===== src/rtl/dmac_pkg.sv =====
`timescale 1ns/1ps
// Shared definitions for the DMA channel controller: control-word bit
// positions and register index codes. Assumes a 3-bit register index.
package dmac_pkg;
    localparam int B_RUN   = 0;
    localparam int B_IE    = 1;
    localparam int B_FIN_A = 2;
    localparam int B_GO_A  = 3;
    localparam int B_FIN_B = 4;
    localparam int B_GO_B  = 5;
    localparam int B_NXT   = 6;
    localparam int CTL_W   = 7;

    typedef enum logic [2:0] {
        RI_SET  = 3'd0,
        RI_CLR  = 3'd1,
        RI_CTL  = 3'd2,
        RI_ADRA = 3'd3,
        RI_CNTA = 3'd4,
        RI_ADRB = 3'd5,
        RI_CNTB = 3'd6,
        RI_POS  = 3'd7
    } reg_idx_e;
endpackage


===== src/rtl/dmac_chan.sv =====
`timescale 1ns/1ps
// One DMA channel: control bits, two buffer descriptors that also serve as
// working address/count, ping-pong selection and interrupt. Assumes the
// arbiter raises beat only while want is high. Software writes are merged
// after the hardware update, so in a clash the software value wins.
module dmac_chan
    import dmac_pkg::*;
#(
    parameter int AW    = 32,
    parameter int CNT_W = 13,
    parameter bit HALF  = 1'b0
) (
    input  logic             clk,
    input  logic             rst_n,
    input  logic             set_we,
    input  logic             clr_we,
    input  logic             adra_we,
    input  logic             cnta_we,
    input  logic             adrb_we,
    input  logic             cntb_we,
    input  logic [AW-1:0]    wdata,
    input  logic             per_req,
    input  logic             beat,
    output logic             want,
    output logic [AW-1:0]    pos,
    output logic [CTL_W-1:0] ctl,
    output logic [AW-1:0]    adr_a,
    output logic [AW-1:0]    adr_b,
    output logic [CNT_W-1:0] cnt_a,
    output logic [CNT_W-1:0] cnt_b,
    output logic             irq
);
    localparam logic [CNT_W-1:0] STEP = CNT_W'(HALF ? 2 : 1);

    logic                     run_q, ie_q, sel_q;
    logic [1:0]               go_q, fin_q;
    logic [1:0][AW-1:0]       adr_q;
    logic [1:0][CNT_W-1:0]    cnt_q;
    logic                     run_n, ie_n, sel_n;
    logic [1:0]               go_n, fin_n;
    logic [1:0][AW-1:0]       adr_n;
    logic [1:0][CNT_W-1:0]    cnt_n;
    logic                     last;

    assign want  = run_q && go_q[sel_q] && per_req;
    assign last  = beat && (cnt_q[sel_q] <= STEP);
    assign pos   = adr_q[sel_q];
    assign ctl   = {sel_q, go_q[1], fin_q[1], go_q[0], fin_q[0], ie_q, run_q};
    assign adr_a = adr_q[0];
    assign adr_b = adr_q[1];
    assign cnt_a = cnt_q[0];
    assign cnt_b = cnt_q[1];
    assign irq   = ie_q && (fin_q != 2'b00);

    // Next state: hardware progress first, then software set/clear and loads.
    always_comb begin
        run_n = run_q;
        ie_n  = ie_q;
        sel_n = sel_q;
        go_n  = go_q;
        fin_n = fin_q;
        adr_n = adr_q;
        cnt_n = cnt_q;
        if (beat) begin
            adr_n[sel_q] = adr_q[sel_q] + AW'(STEP);
            cnt_n[sel_q] = last ? '0 : cnt_q[sel_q] - STEP;
            if (last) begin
                go_n[sel_q]  = 1'b0;
                fin_n[sel_q] = 1'b1;
                sel_n        = !sel_q;
            end
        end else if (!go_q[sel_q] && go_q[!sel_q]) begin
            sel_n = !sel_q;
        end
        if (set_we) begin
            run_n    = run_n    | wdata[B_RUN];
            ie_n     = ie_n     | wdata[B_IE];
            go_n[0]  = go_n[0]  | wdata[B_GO_A];
            go_n[1]  = go_n[1]  | wdata[B_GO_B];
        end
        if (clr_we) begin
            run_n    = run_n    & ~wdata[B_RUN];
            ie_n     = ie_n     & ~wdata[B_IE];
            go_n[0]  = go_n[0]  & ~wdata[B_GO_A];
            go_n[1]  = go_n[1]  & ~wdata[B_GO_B];
            fin_n[0] = fin_n[0] & ~wdata[B_FIN_A];
            fin_n[1] = fin_n[1] & ~wdata[B_FIN_B];
        end
        if (adra_we) adr_n[0] = wdata;
        if (adrb_we) adr_n[1] = wdata;
        if (cnta_we) cnt_n[0] = wdata[CNT_W-1:0];
        if (cntb_we) cnt_n[1] = wdata[CNT_W-1:0];
    end

    // State registers with synchronous active-low reset.
    always_ff @(posedge clk) begin
        if (!rst_n) begin
            run_q <= 1'b0;
            ie_q  <= 1'b0;
            sel_q <= 1'b0;
            go_q  <= '0;
            fin_q <= '0;
            adr_q <= '0;
            cnt_q <= '0;
        end else begin
            run_q <= run_n;
            ie_q  <= ie_n;
            sel_q <= sel_n;
            go_q  <= go_n;
            fin_q <= fin_n;
            adr_q <= adr_n;
            cnt_q <= cnt_n;
        end
    end
endmodule


===== src/rtl/dmac_arb.sv =====
`timescale 1ns/1ps
// Fixed-priority selector for the single memory port: the lowest channel
// index that wants a beat owns the port. Purely combinational.
module dmac_arb #(
    parameter int N    = 6,
    parameter int CH_W = 3
) (
    input  logic [N-1:0]    want,
    input  logic            gnt,
    output logic            req,
    output logic [CH_W-1:0] ch,
    output logic [N-1:0]    beat
);
    assign req = |want;

    // Pick the lowest requesting index and route the grant back to it.
    always_comb begin
        ch   = '0;
        beat = '0;
        for (int i = N - 1; i >= 0; i--) begin
            if (want[i]) ch = CH_W'(i);
        end
        for (int i = 0; i < N; i++) begin
            beat[i] = want[i] && gnt && (ch == CH_W'(i));
        end
    end
endmodule


===== src/rtl/dmac_top.sv =====
`timescale 1ns/1ps
// Bank of double-buffered DMA channels with a set/clear/read register
// interface and one shared memory port. Assumes reg_wdata is as wide as an
// address and that reads are combinational from reg_addr.
module dmac_top
    import dmac_pkg::*;
#(
    parameter int NUM_CH  = 6,
    parameter int AW      = 32,
    parameter int CNT_W   = 13,
    parameter logic [NUM_CH-1:0] WIDE_MASK = {1'b1, {(NUM_CH-1){1'b0}}},
    localparam int CH_W   = $clog2(NUM_CH)
) (
    input  logic              clk,
    input  logic              rst_n,
    input  logic              reg_wr,
    input  logic [CH_W+2:0]   reg_addr,
    input  logic [AW-1:0]     reg_wdata,
    output logic [AW-1:0]     reg_rdata,
    input  logic [NUM_CH-1:0] per_req,
    output logic              mem_req,
    input  logic              mem_gnt,
    output logic [AW-1:0]     mem_addr,
    output logic [CH_W-1:0]   mem_ch,
    output logic              mem_half,
    output logic [NUM_CH-1:0] irq
);
    logic [CH_W-1:0]               a_ch;
    reg_idx_e                      a_idx;
    logic                          a_ok;
    logic [NUM_CH-1:0]             want, beat;
    logic [NUM_CH-1:0][AW-1:0]     pos, adr_a, adr_b;
    logic [NUM_CH-1:0][CNT_W-1:0]  cnt_a, cnt_b;
    logic [NUM_CH-1:0][CTL_W-1:0]  ctl_w;

    assign a_ch  = reg_addr[CH_W+2:3];
    assign a_idx = reg_idx_e'(reg_addr[2:0]);
    assign a_ok  = (32'(a_ch) < NUM_CH);

    for (genvar i = 0; i < NUM_CH; i++) begin : g_ch
        logic hit;
        assign hit = reg_wr && (a_ch == CH_W'(i));
        dmac_chan #(.AW(AW), .CNT_W(CNT_W), .HALF(WIDE_MASK[i])) chan_i (
            .clk     (clk),
            .rst_n   (rst_n),
            .set_we  (hit && a_idx == RI_SET),
            .clr_we  (hit && a_idx == RI_CLR),
            .adra_we (hit && a_idx == RI_ADRA),
            .cnta_we (hit && a_idx == RI_CNTA),
            .adrb_we (hit && a_idx == RI_ADRB),
            .cntb_we (hit && a_idx == RI_CNTB),
            .wdata   (reg_wdata),
            .per_req (per_req[i]),
            .beat    (beat[i]),
            .want    (want[i]),
            .pos     (pos[i]),
            .ctl     (ctl_w[i]),
            .adr_a   (adr_a[i]),
            .adr_b   (adr_b[i]),
            .cnt_a   (cnt_a[i]),
            .cnt_b   (cnt_b[i]),
            .irq     (irq[i])
        );
    end

    dmac_arb #(.N(NUM_CH), .CH_W(CH_W)) arb_i (
        .want (want),
        .gnt  (mem_gnt),
        .req  (mem_req),
        .ch   (mem_ch),
        .beat (beat)
    );

    assign mem_addr = pos[mem_ch];
    assign mem_half = WIDE_MASK[mem_ch];

    // Readback mux: live control word, descriptors and position.
    always_comb begin
        reg_rdata = '0;
        if (a_ok) begin
            case (a_idx)
                RI_CTL:  reg_rdata = AW'(ctl_w[a_ch]);
                RI_ADRA: reg_rdata = adr_a[a_ch];
                RI_CNTA: reg_rdata = AW'(cnt_a[a_ch]);
                RI_ADRB: reg_rdata = adr_b[a_ch];
                RI_CNTB: reg_rdata = AW'(cnt_b[a_ch]);
                RI_POS:  reg_rdata = pos[a_ch];
                default: reg_rdata = '0;
            endcase
        end
    end
endmodule


===== config.mk =====
export PLATFORM = sky130hd
export DESIGN_NAME = dmac_top
export DESIGN_NICKNAME = d
export VERILOG_FILES = /design/src/rtl/dmac_pkg.sv /design/src/rtl/dmac_chan.sv /design/src/rtl/dmac_arb.sv /design/src/rtl/dmac_top.sv
export SDC_FILE = /design/constraint.sdc
export NUM_CORES = 2
export LEC_CHECK = 0
export BUFFER_PORTS_ARGS = -buffer_cell sky130_fd_sc_hd__buf_4
export CORE_UTILIZATION = 40
export DETAILED_ROUTE_END_ITERATION = 10
export MAX_ROUTING_LAYER = met4
export PLACE_DENSITY = 0.53
export SYNTH_ARGS = -nofsm -noshare
export SYNTH_HDL_FRONTEND = slang
export SYNTH_SLANG_ARGS = --single-unit

===== constraint.sdc =====
create_clock -name clk -period 4.7 [get_ports clk]
set_input_delay 0 -clock clk [delete_from_list [all_inputs] [get_ports clk]]
set_output_delay 0 -clock clk [all_outputs]
set_load 0.01 [all_outputs]

==> impl_metrics.ini <==
[global_routing]
overflow = 0
track_usage = 0.386
grt_pass1_vias = 41700
antenna_found_initial = 8
grt_max_degree = 158
grt_pass1_wl_um = 307000

[critical_path]
cpMaxStageDelayCell = dfxtp_4
worstRegToRegCells = 7
slowest_delay_ns = 0.82
worstSetupPathType = flop to primary output
critPathMaxFanout = 60
arrival_ns = 4.67
cp_num_buf_inv = 3
cpMostUsedCell = buf_4
path_depth = 9
worstSetupEndpointType = primary output
r2r_end = g_ch[1].chan_i.adr_a[31]
cp-start-kind = flop
cpLargestDelayFamily = buffers and inverters
timing.rr.start = g_ch[1].chan_i.sel_q
worstPathCellList = mux2_2 > nand2_2 > buf_4 > o311ai_4 > buf_4 > mux2i_1 > nor2_1 > a31oi_1 > buf_4
worst_ep_required_time_ns = 4.70
reg2reg_slack_ns = 0.91

[placed_design]
gp_congestion = 1.02
dp_cells = 6651
dp_hpwl_um = 152000
port_buffers = 122

[sta]
setup_viol = 0
fin_skew_ns = 0.0301
whs_ns = 0.0772
min_period_ns = 4.67
rsz0062_at_grt = no
timing.fmax_ghz = 0.214
drv_slew = 0
finalSetupTns_ns = 0
timing_hold_violations_final = 0
max_slew_margin = 0.0725
period_share = 0.995
worst_pin_slew_ns = 1.38

[drt]
drtIter0Drc = 7565
finalWirelength_um = 215000
viasPerCell = 6.80
routedWlPerCell_um = 31.5
wl_met3_um = 31800
highest_layer = met4
m1WireLength_um = 92700
ant_nets = 0
dr_wl_met2_um = 83900
drcViolationCount = 0
vias = 46400
firstDrtPassIters = 8

[die]
die_x_um = 332
core_um2 = 108000
design.die.area_um2 = 110000
dieHeight_um = 332
initial_core_util = 0.405
pin_count = 123
rows = 120

[pwr]
p_per_area_nw_per_um2 = 249
vdd.ir_drop.worst_mv = 0.253
power_frac_seq = 0.417
clkPwrFrac = 0.497
combPwrFrac = 0.087
leakage_uw = 0.0151
power_switching_uw = 3280
switching_share = 0.272
p_int_uw = 8800
power_uw = 12100

[cts]
clkTransAtPathRegs_ns = 0.06
cts_max_path_buffers = 3
cts_tree = built
h-tree-depth = 3
root_buffer = clkbuf_16
clk_latency_ns = 0.67
cts_made_buffers = 75
cts_sinks = 582

[yosys]
synthFlopType = dfxtp_1
ys_types = 83
synthArstFlopShare = 0
synth_fp_nets = 5543
postSynthAreaPerCell_um2 = 7.96
synth_edf_count = 0
yosysSeqAreaShare = 0.267
syn_area_um2 = 43600
yosys_warnings = 0
synth_cells = 5478
yosys_register_bits = 582

[layout]
drive_gt1_frac = 0.127
stdcell_count = 6824
utilization = 0.451
layout_commonest_cell = dfxtp_1
finalNetCount = 5426
area_delta_synth_final_pct = 11.2
layout_common_cells = dfxtp_1 (576), a21oi_1 (522), nand2_1 (451), o21ai_0 (443)

[worst_hold_path]
hp-start = reg_wr
hold_end = g_ch[5].chan_i.go_q[0]
holdPathStages = 5
min_path_type = input pin to flop

[job]
cap_violations = 0

[status]
status = finished clean
-- how the worst max path moves through the flow --
stage	from	endpoint	slack, ns
CTS	g_ch[0].chan_i.sel_q	mem_addr[18]	0.15
global route	g_ch[0].chan_i.sel_q	mem_addr[18]	0.005
detailed placement	g_ch[0].chan_i.sel_q	mem_addr[18]	0.87
floorplan	g_ch[3].chan_i.sel_q	g_ch[3].chan_i.cnt_b[2]	0.92
global placement	g_ch[0].chan_i.sel_q	mem_addr[18]	0.87
finish	g_ch[0].chan_i.sel_q	mem_addr[18]	0.03
-- cell type report --
cell class                      count  area, µm²
Sequential cell                   582      11700
Fill cell                       10700      59100
Multi-Input combinational cell   4338      29900
Clock buffer                      112       2240
Clock inverter                     21        220
Tap cell                         1403       1760
Antenna cell                        4       10.0
Inverter                           55        211
Timing Repair Buffer              309       2500
-- through the flow --
step / cell area, µm² / setup WS, ns
final: 48500 / 0.0251
after global routing: 48500 / 0.00453
after CTS: 48500 / 0.149
after detailed placement: 45700 / 0.868
after global placement: 45700 / 0.870
after floorplan: 43600 / 0.921
-- synthesized netlist by cell type (all sizes together), types with 57 or more instances --
cell,count,area share
nand4,86,0.012
nand3,199,0.023
clkbuf,382,0.033
a22oi,57,0.010
a211oi,135,0.024
nor2,392,0.034
a31oi,126,0.018
mux2,75,0.019
mux4,140,0.072
buf,121,0.014
mux2i,391,0.090
nor4,92,0.013
xor2,77,0.015
o22ai,85,0.012
dfxtp,582,0.27
o21ai,448,0.051
a21oi,522,0.060
nand2,465,0.040
xnor2,246,0.049
nor3,164,0.019
-- per-layer routing --
| layer | vias up | track usage |
|---|---|---|
| met2 | 3056 | 0.506 |
| li1 | 20300 | - |
| met5 | - | - |
| met1 | 22600 | 0.547 |
| met3 | 354 | 0.133 |
| met4 | 0 | 0.110 |
-- logic make-up (layout without fill, tap and decap cells) --
| group | count (synthesis) | after routing | share of synthesized area |
|---|---|---|---|
| and+or+nand+nor | 1709 | 1709 | 0.193 |
| AOI/OAI and AO/OA | 1683 | 1683 | 0.237 |
| muxes | 606 | 606 | 0.181 |
| DFF | 582 | 582 | 0.267 |
| buffers and inverters | 558 | 497 | 0.0517 |
| xor gates and xnor gates | 323 | 323 | 0.0648 |
| adders and majority gates | 17 | 17 | 0.00488 |
| other | 0 | 4 | 0 |
-- flip-flops by register name, summed over array words and instances (netlist names), named ones only --
register,cells
g_ch.chan_i.adr_a,192
g_ch.chan_i.adr_b,192
g_ch.chan_i.cnt_a,78
g_ch.chan_i.cnt_b,78
g_ch.chan_i.fin_q,12
g_ch.chan_i.go_q,12
g_ch.chan_i.sel_q,6
-- worst min-delay path, stage by stage --
cell and delay (ns):
buf_4 0.16, nand3_1 0.20, nor2_1 0.15, nand2_1 0.09
a221oi_1 0.07
-- timing repair --
item / 4_1_cts / 5_1_grt
endpoints found under the setup margin: 0 / 2
hold endpoints to repair: 532 / 0
setup buffers: 0 / 0
resized for setup: 0 / 1
hold buffers: 36 / 0
-- power groups by stage --
| stage | sequential (µW) | clock [µW] | combinational (µW) |
|---|---|---|---|
| after floorplan | 5110 | 0 | 632 |
| after global placement | 5130 | 0 | 984 |
| after detailed placement | 5130 | 0 | 983 |
| after CTS | 5030 | 6020 | 1010 |
| after global routing | 5030 | 6200 | 1090 |
| final | 5030 | 6000 | 1050 |
Power figures use the tool's default switching activity.
